==> config.mk <==
export PLATFORM = sky130hd
export DESIGN_NAME = afe_frame_if
export DESIGN_NICKNAME = d
export VERILOG_FILES = /design/src/rtl/afe_frame_pkg.sv /design/src/rtl/afe_frame_ctrl.sv /design/src/rtl/afe_frame_dp.sv /design/src/rtl/afe_frame_if.sv
export SDC_FILE = /design/constraint.sdc
export NUM_CORES = 1
export LEC_CHECK = 0
export BUFFER_PORTS_ARGS = -buffer_cell sky130_fd_sc_hd__buf_2
export CAP_MARGIN = 20
export CORE_AREA = 2 2 121 123
export CTS_BUF_LIST = sky130_fd_sc_hd__clkbuf_16
export CTS_CLUSTER_DIAMETER = 30
export DETAILED_ROUTE_END_ITERATION = 16
export DIE_AREA = 0 0 123 125
export PLACE_DENSITY = 0.58
export SYNTH_ARGS = -nofsm -noshare
export SYNTH_HDL_FRONTEND = slang
export SYNTH_HIERARCHICAL = 1
export SYNTH_SLANG_ARGS = --single-unit
==> constraint.sdc <==
create_clock -name clk -period 5.5 [get_ports clk]
set_input_delay 0.55 -clock clk [delete_from_list [all_inputs] [get_ports clk]]
set_output_delay 0.55 -clock clk [all_outputs]
set_load 0.03 [all_outputs]
==> src/rtl/afe_frame_pkg.sv <==
package afe_frame_pkg;

  // Strobes and levels passed from the frame control to the datapath
  typedef struct packed {
    logic riseTick;    // this clock edge is a bit clock rising edge
    logic fallTick;    // this clock edge is a bit clock falling edge
    logic loadShadow;  // rising edge that starts T1
    logic shiftTx;     // rising edge that starts T2..last slot bit
    logic txActive;    // current bit period lies in a channel slot
    logic txCh3;       // current bit period lies in the third slot
    logic sampleRx;    // falling edge inside a channel slot
    logic lastRx;      // falling edge of the last slot bit
  } frameStrobes_t;

endpackage

==> src/rtl/afe_frame_ctrl.sv <==
module afe_frame_ctrl
  import afe_frame_pkg::*;
#(
  parameter int FRAME_LEN = 864,
  parameter int CLK_DIV   = 4,
  parameter int SYNC_HOLD = 1,
  parameter int SLOT_BITS = 40,
  parameter int CH3_START = 32
) (
  input  logic          clk,
  input  logic          rst,
  output logic          serClk,
  output logic          frameSync,
  output logic          frameDone,
  output frameStrobes_t strobes
);

  localparam int CW   = $clog2(FRAME_LEN);
  localparam int PW   = (CLK_DIV > 2) ? $clog2(CLK_DIV) : 1;
  localparam int HALF = CLK_DIV / 2;
  localparam int HOLD = (SYNC_HOLD > 8) ? 8 : ((SYNC_HOLD < 1) ? 1 : SYNC_HOLD);
  localparam logic [CW-1:0] LAST_CYC = CW'(FRAME_LEN - 1);

  logic [PW-1:0] phase;
  logic [CW-1:0] cycCnt;
  logic [CW-1:0] nextCnt;
  logic          running;
  logic          serClkQ;
  logic          syncQ;
  logic          txActQ;
  logic          txCh3Q;
  logic          doneQ;
  logic          riseTick;
  logic          fallTick;

  assign riseTick = (phase == PW'(CLK_DIV - 1));
  assign fallTick = (phase == PW'(HALF - 1));
  assign nextCnt  = (cycCnt == LAST_CYC) ? '0 : cycCnt + 1'b1;

  always_ff @(posedge clk) begin
    if (rst) begin
      phase   <= '0;
      cycCnt  <= LAST_CYC;
      running <= 1'b0;
      serClkQ <= 1'b0;
      syncQ   <= 1'b0;
      txActQ  <= 1'b0;
      txCh3Q  <= 1'b0;
      doneQ   <= 1'b0;
    end else begin
      phase <= riseTick ? '0 : phase + 1'b1;
      doneQ <= riseTick && running && (cycCnt == LAST_CYC);
      if (riseTick) begin
        running <= 1'b1;
        cycCnt  <= nextCnt;
        serClkQ <= 1'b1;
        syncQ   <= (nextCnt < CW'(HOLD));
        txActQ  <= (nextCnt < CW'(SLOT_BITS));
        txCh3Q  <= (nextCnt >= CW'(CH3_START)) && (nextCnt < CW'(SLOT_BITS));
      end else if (fallTick) begin
        serClkQ <= 1'b0;
      end
    end
  end

  always_comb begin
    strobes.riseTick   = riseTick;
    strobes.fallTick   = fallTick;
    strobes.loadShadow = riseTick && (nextCnt == '0);
    strobes.shiftTx    = riseTick && (nextCnt != '0) && (nextCnt < CW'(SLOT_BITS));
    strobes.txActive   = txActQ;
    strobes.txCh3      = txCh3Q;
    strobes.sampleRx   = fallTick && running && (cycCnt < CW'(SLOT_BITS));
    strobes.lastRx     = fallTick && running && (cycCnt == CW'(SLOT_BITS - 1));
  end

  assign serClk    = serClkQ;
  assign frameSync = syncQ;
  assign frameDone = doneQ;

  // the frame strobe only rises together with the bit clock
  assert_sync_with_clk_R2: assert property (@(posedge clk) disable iff (rst)
    $rose(syncQ) |-> $rose(serClkQ));

  // the boundary pulse coincides with the strobe of the next frame
  assert_done_at_start_R9: assert property (@(posedge clk) disable iff (rst)
    doneQ |-> (syncQ && serClkQ));

endmodule

==> src/rtl/afe_frame_dp.sv <==
module afe_frame_dp
  import afe_frame_pkg::*;
#(
  parameter int CH1_W = 16,
  parameter int CH2_W = 16,
  parameter int CH3_W = 8
) (
  input  logic              clk,
  input  logic              rst,
  input  frameStrobes_t     strobes,
  input  logic              ch3Enable,
  input  logic [CH1_W-1:0]  txWord1,
  input  logic [CH2_W-1:0]  txWord2,
  input  logic [CH3_W-1:0]  txWord3,
  input  logic              dataUp,
  output logic              dataDown,
  output logic [CH1_W-1:0]  rxWord1,
  output logic [CH2_W-1:0]  rxWord2,
  output logic [CH3_W-1:0]  rxWord3,
  output logic              rxValid
);

  localparam int SLOT_BITS = CH1_W + CH2_W + CH3_W;

  logic [SLOT_BITS-1:0] txReg;
  logic [SLOT_BITS-1:0] rxReg;
  logic [SLOT_BITS-1:0] rxFull;
  logic                 ch3EnFrame;
  logic                 rxValidQ;

  assign rxFull = {rxReg[SLOT_BITS-2:0], dataUp};

  always_ff @(posedge clk) begin
    if (rst) begin
      txReg      <= '0;
      rxReg      <= '0;
      ch3EnFrame <= 1'b0;
      rxWord1    <= '0;
      rxWord2    <= '0;
      rxWord3    <= '0;
      rxValidQ   <= 1'b0;
    end else begin
      rxValidQ <= 1'b0;
      if (strobes.loadShadow) begin
        txReg      <= {txWord1, txWord2, (ch3Enable ? txWord3 : {CH3_W{1'b0}})};
        ch3EnFrame <= ch3Enable;
      end else if (strobes.shiftTx) begin
        txReg <= {txReg[SLOT_BITS-2:0], 1'b0};
      end
      if (strobes.sampleRx) begin
        rxReg <= rxFull;
      end
      if (strobes.lastRx) begin
        rxWord1  <= rxFull[SLOT_BITS-1 -: CH1_W];
        rxWord2  <= rxFull[CH2_W+CH3_W-1 -: CH2_W];
        rxWord3  <= ch3EnFrame ? rxFull[CH3_W-1:0] : {CH3_W{1'b0}};
        rxValidQ <= 1'b1;
      end
    end
  end

  assign dataDown = strobes.txActive & txReg[SLOT_BITS-1];
  assign rxValid  = rxValidQ;

  // a disabled third channel never drives a one onto the line
  assert_ch3_quiet_R7: assert property (@(posedge clk) disable iff (rst)
    (strobes.txCh3 && !ch3EnFrame) |-> !dataDown);

  // the capture strobe lasts a single clock
  assert_valid_pulse_R6: assert property (@(posedge clk) disable iff (rst)
    rxValidQ |=> !rxValidQ);

endmodule

==> src/rtl/afe_frame_if.sv <==
module afe_frame_if
  import afe_frame_pkg::*;
#(
  parameter int FRAME_LEN = 864,
  parameter int CLK_DIV   = 4,
  parameter int SYNC_HOLD = 1,
  parameter int CH1_W     = 16,
  parameter int CH2_W     = 16,
  parameter int CH3_W     = 8
) (
  input  logic             clk,
  input  logic             rst,
  input  logic             ch3Enable,
  input  logic [CH1_W-1:0] txWord1,
  input  logic [CH2_W-1:0] txWord2,
  input  logic [CH3_W-1:0] txWord3,
  input  logic             dataUp,
  output logic             serClk,
  output logic             frameSync,
  output logic             dataDown,
  output logic [CH1_W-1:0] rxWord1,
  output logic [CH2_W-1:0] rxWord2,
  output logic [CH3_W-1:0] rxWord3,
  output logic             rxValid,
  output logic             frameDone
);

  localparam int SLOT_BITS = CH1_W + CH2_W + CH3_W;
  localparam int CH3_START = CH1_W + CH2_W;

  frameStrobes_t strobes;

  afe_frame_ctrl #(
    .FRAME_LEN (FRAME_LEN),
    .CLK_DIV   (CLK_DIV),
    .SYNC_HOLD (SYNC_HOLD),
    .SLOT_BITS (SLOT_BITS),
    .CH3_START (CH3_START)
  ) uCtrl (
    .clk       (clk),
    .rst       (rst),
    .serClk    (serClk),
    .frameSync (frameSync),
    .frameDone (frameDone),
    .strobes   (strobes)
  );

  afe_frame_dp #(
    .CH1_W (CH1_W),
    .CH2_W (CH2_W),
    .CH3_W (CH3_W)
  ) uDp (
    .clk       (clk),
    .rst       (rst),
    .strobes   (strobes),
    .ch3Enable (ch3Enable),
    .txWord1   (txWord1),
    .txWord2   (txWord2),
    .txWord3   (txWord3),
    .dataUp    (dataUp),
    .dataDown  (dataDown),
    .rxWord1   (rxWord1),
    .rxWord2   (rxWord2),
    .rxWord3   (rxWord3),
    .rxValid   (rxValid)
  );

  // reset silences every output on the following edge
  assert_reset_quiet_R10: assert property (@(posedge clk)
    rst |=> (!serClk && !frameSync && !dataDown && !rxValid && !frameDone));

endmodule

Word-level counts from Yosys, hierarchy flattened
Cells that the tools add are included.
{"block": "word_totals", "regBits": 138, "out_inout_bits": 45, "elab_cells": 45, "in_bits": 44}
{"block": "op_classes", "n_eq_ne": 4, "n_addsub": 2, "mux": 8, "reduce_logical": 13, "n_bitwise": 1, "order_cmp": 3}
{"op": "40-bit 2-to-1 mux", "n": 2}
{"op": "10-bit by 6-bit < comparator with 1-bit output (second input constant)", "n": 2}
{"op": "8-bit 2-to-1 mux", "n": 2}
{"op": "10-bit by 1-bit adder with 10-bit output (second input constant)", "n": 1}
{"op": "10-bit == test (second input constant)", "n": 1}
{"op": "10-bit by 6-bit == test with 1-bit output (second input constant)", "n": 1}
{"op": "10-bit zero test", "n": 1}
{"op": "10-bit by 1-bit < comparator with 1-bit output (second input constant)", "n": 1}
{"op": "10-bit 2-to-1 mux", "n": 1}
{"op": "10-bit nonzero test", "n": 1}
{"op": "1-bit logical AND", "n": 8}
{"op": "2-bit nonzero test", "n": 2}
{"op": "1-bit 2-to-1 mux", "n": 3}
{"op": "2-bit by 1-bit adder with 2-bit output (second input constant)", "n": 1}
{"op": "2-bit by 1-bit == test with 1-bit output (second input constant)", "n": 1}
{"op": "2-bit == test (second input constant)", "n": 1}
{"op": "2-bit OR reduction", "n": 1}
{"op": "1-bit bitwise AND", "n": 1}

Logic depth before layout (Yosys ltp)
{"block": "logic_depth", "depth_word": 7, "ltp_mapped": 12, "depth_no_buf": 8}

Modules after synthesis
The synthesis kept the hierarchy.
{"module": "afe_frame_dp", "instances": 1, "seq_area_each_um2": 2422.3, "cells_per_inst": 450, "area_each_um2": 4719.5}
{"module": "afe_frame_ctrl", "instances": 1, "seq_area_each_um2": 360.3, "cells_per_inst": 146, "area_each_um2": 1177.4}

Least setup slack after synthesis
No wires, ideal clock.
{"block": "synth_timing", "kind": "reg2reg", "start": "register uCtrl.cycCnt[0]", "end": "register uDp.txReg[30]", "n_path_buf": 4, "required_ns": 5.366, "setup_time_ns": 0.134, "arrival_time_ns": 2.265, "stages_incl_launch_ff": 13, "setup_slack_ns": 3.100, "period_less_slack_ns": 2.400, "path_cell_list": "dfxtp_1 -> ha_1 -> buf_6 -> and4_1 -> buf_4 -> mux2i_1 -> a211oi_2 -> o21ai_2 -> nor3b_1 -> buf_6 -> buf_4 -> mux2i_1 -> a211oi_1"}
{"item": "start: declaration", "line": "afe_frame_ctrl.sv:25", "rtl": "logic [CW-1:0] cycCnt;"}
{"item": "start signal: assignment", "line": "afe_frame_ctrl.sv:55", "rtl": "cycCnt <= nextCnt;"}
{"item": "end signal: assignment", "line": "afe_frame_dp.sv:45", "rtl": "txReg <= {txWord1, txWord2, (ch3Enable ? txWord3 : {CH3_W{1'b0}})};"}
{"item": "end signal: assignment", "line": "afe_frame_dp.sv:48", "rtl": "txReg <= {txReg[SLOT_BITS-2:0], 1'b0};"}
{"item": "end: declaration", "line": "afe_frame_dp.sv:25", "rtl": "logic [SLOT_BITS-1:0] txReg;"}

==> metrics.csv <==
stage,metric,value,unit
final_layout,Fillers,1353,
final_layout,number of diodes,0,
critical_path,Critical Path AT,3.72,ns
yosys,Syn. warnings,6,
power,"IR drop worst, VDD",0.3203,mV
timing,TNS Setup,0,ns
power,internal power,1.856,mW
cts,CTS Buffer Depth,2,
status,status,"complete, no violations",
yosys,cells after synthesis,584,
die,die area,15380,µm²
final_layout,Reg area,2763,µm²
critical_path,r2r endpoint,uDp/txReg[18],
critical_path,Worst setup SP type,flip-flop,
place,placed instance area,6232,µm²
power,leakage,2.519,nW
timing,RSZ-0062 raised after global routing,no,
critical_path,critical path peak fanout,16,
timing,Hold WS,0.3910,ns
routing,Vias per Instance,5.032,
critical_path,Reg2Reg Setup Slack,2.04,ns
flow_run,max_cap viols,0,
cts,hold buffers post-CTS,0,
routing,Vias,4237,
power,Net Sw Power,557.6,µW
routing,DR iter-0 viols,379,
timing,crit path time final,3.460,ns
worst_hold_path,HP Class,input pin to flip-flop,
timing,endpoints failing setup,0,
cts,postcts setup bufs,0,
power,total power,2.414,mW
timing,Final WS setup,2.040,ns
die,Core Rows,44,
power,Pwr Density,352.0,nW/µm²
yosys,synthesized net count,632,
cts,H-tree depth,4,
critical_path,FF-to-FF path depth,9,
critical_path,CP peak stage delay,0.86,ns
yosys,Post-Syn Area,5806,µm²
power,Sw Ratio,0.2310,
place,setup slack at placement,2.092,ns
routing,Wirelength per Cell,14.12,µm
grt,initial antenna violation count,0,
power,Clk pwr share,0.493,
power,Seq pwr share,0.433,
die,die width,123,µm
routing,Detail Route Antenna Nets,0,
yosys,synthesized area per cell,9.941,µm²
critical_path,slowest CP cell,nor3b_2,
final_layout,Multi-input gate area,2729,µm²
cts,CTS tree,yes,
grt,first-pass GRT wire length,19400,µm
cts,clock slew at reported path FFs,0.06,ns
critical_path,critical path class,flip-flop to flip-flop,
place,PortBufs,88,
routing,first-pass iteration count of the detailed router,4,
place,dpl hpwl,7523,µm
die,Initial Util,0.4087,
critical_path,CP endpoint,uDp/txReg[18],
timing,final hold vios,0,
critical_path,Worst EP required,5.76,ns
critical_path,Crit. Startpoint,uCtrl/phase[0],
cts,clock sink count,138,
final_layout,share of layout cells above drive strength 1,0.2112,
routing,Remaining DRCs,0,
final_layout,cell area after layout,6857,µm²
place,GP Congestion,0.8562,
timing,Max Slew Vio Count,0,
routing,WL final,11890,µm
cts,worst-skew pair later-pin latency,0.41,ns
die,# IOs,89,
critical_path,crit end category,flip-flop,
grt,grt total ovfl,0,
grt,gr usage total,0.1588,
grt,vias in the first global route,3989,
cts,clock root cell,clkbuf_16,
timing,Worst-Margin Slew,1.028,ns
final_layout,synth-to-layout area growth,18.10,%
final_layout,Layout Nets,693,
cts,Num CTS Buffers,17,
grt,largest net degree at the start of global routing,69,
cts,post_cts resized,0,
critical_path,worst reg2reg startpoint,uCtrl/phase[0],
critical_path,CP Cell Sequence,"ha_1, inv_1, a31o_2, a211oi_2, o21ai_2, nor3b_2, buf_4, mux2i_1, a211oi_1",
timing,Max Clock Freq,289.0,MHz
timing,skew final,0.008142,ns
timing,final worst path period share,0.6292,
power,power share of the combinational group,0.074,
die,Core ar.,14200,µm²
timing,Max transition margin,0.3114,
die,Die H,125,µm
==> metal layers <==
layer / GRT usage / vias to the layer above / share of wire
met5: 0 / - / 0
met4: 0.05749 / 0 / 0.010
met3: 0.06113 / 10 / 0.061
met2: 0.2369 / 99 / 0.44
met1: 0.2087 / 1978 / 0.48
li1: - / 2150 / -
==> cell type report <==
cell class | count | area share
multi-input combinational | 388 | 0.3980
inverter | 6 | 0.003285
tap | 184 | 0.03358
timing repair buffer | 94 | 0.07117
sequential | 138 | 0.4029
clock buffer | 17 | 0.06204
clock inverter | 15 | 0.02901
==> placed cells by master, fill, tap and decap left out, types with 4 or more instances in the layout <==
| cell type | n |
|---|---|
| nand2b_1 | 10 |
| nor2b_1 | 33 |
| nor2_1 | 83 |
| nand2_1 | 15 |
| o21ai_0 | 8 |
| dfxtp_1 | 138 |
| a21oi_1 | 14 |
| clkbuf_16 | 17 |
| inv_1 | 7 |
| a21boi_0 | 7 |
| nand3_1 | 14 |
| buf_2 | 87 |
| nor3_1 | 6 |
| bufinv_16 | 4 |
| buf_4 | 7 |
| nand4_1 | 4 |
| a211oi_1 | 40 |
| ha_1 | 4 |
| mux2i_1 | 114 |
==> stage by stage <==
step | utilization | cells
3_3_place_gp | 0.4388 | 810
5_1_grt | 0.4827 | 842
2_1_floorplan | - | 584
6_report | 0.4827 | 842
3_5_place_dp | 0.4388 | 810
4_1_cts | 0.4827 | 842
==> registers in the layout (all words and copies together), names as in the netlist <==
name and count:
uDp/rxReg 39, uDp/rxWord1 16, uDp/ch3EnFrame 1, uCtrl/frameSync 1, uCtrl/cycCnt 10, uCtrl/frameDone 1, uCtrl/txActQ 1, uCtrl/running 1
uCtrl/phase 2, uDp/rxWord3 8, uCtrl/serClk 1, uDp/rxValid 1, uDp/txReg 40, uDp/rxWord2 16
==> power by group through the flow <==
stage	registers [mW]	logic, mW	clock network (mW)
2_1_floorplan	1.06	0.147	0
3_3_place_gp	1.07	0.177	0
3_5_place_dp	1.07	0.178	0
4_1_cts	1.04	0.180	1.22
5_1_grt	1.05	0.200	1.26
6_report	1.05	0.179	1.19
==> worst max-delay path: cells and delay by family (launching register included) <==
family,cells,cell delay (ns)
AO/OA/AOI/OAI,4,0.68
adder cells (fa/ha/maj),1,0.51
buffers and inverters,2,0.63
flip-flops,1,0.36
multiplexers,1,0.24
AND/OR/NAND/NOR,1,0.86
==> how the worst min path moves through the flow <==
stage                     cells past startpoint        endpoint  slack (ns)      startpoint
after floorplan                               1  uCtrl/phase[0]        0.43  uCtrl/phase[0]
after global routing                          3    uDp/txReg[0]        0.39      txWord3[0]
after detailed placement                      2  uDp/rxWord3[0]        0.46  uDp/rxWord3[0]
after CTS                                     3    uDp/rxReg[0]        0.37          dataUp
final                                         3    uDp/rxReg[0]        0.39          dataUp
after global placement                        1  uCtrl/phase[0]        0.44  uCtrl/phase[0]
Note: power is estimated with default switching activity, not from simulation.
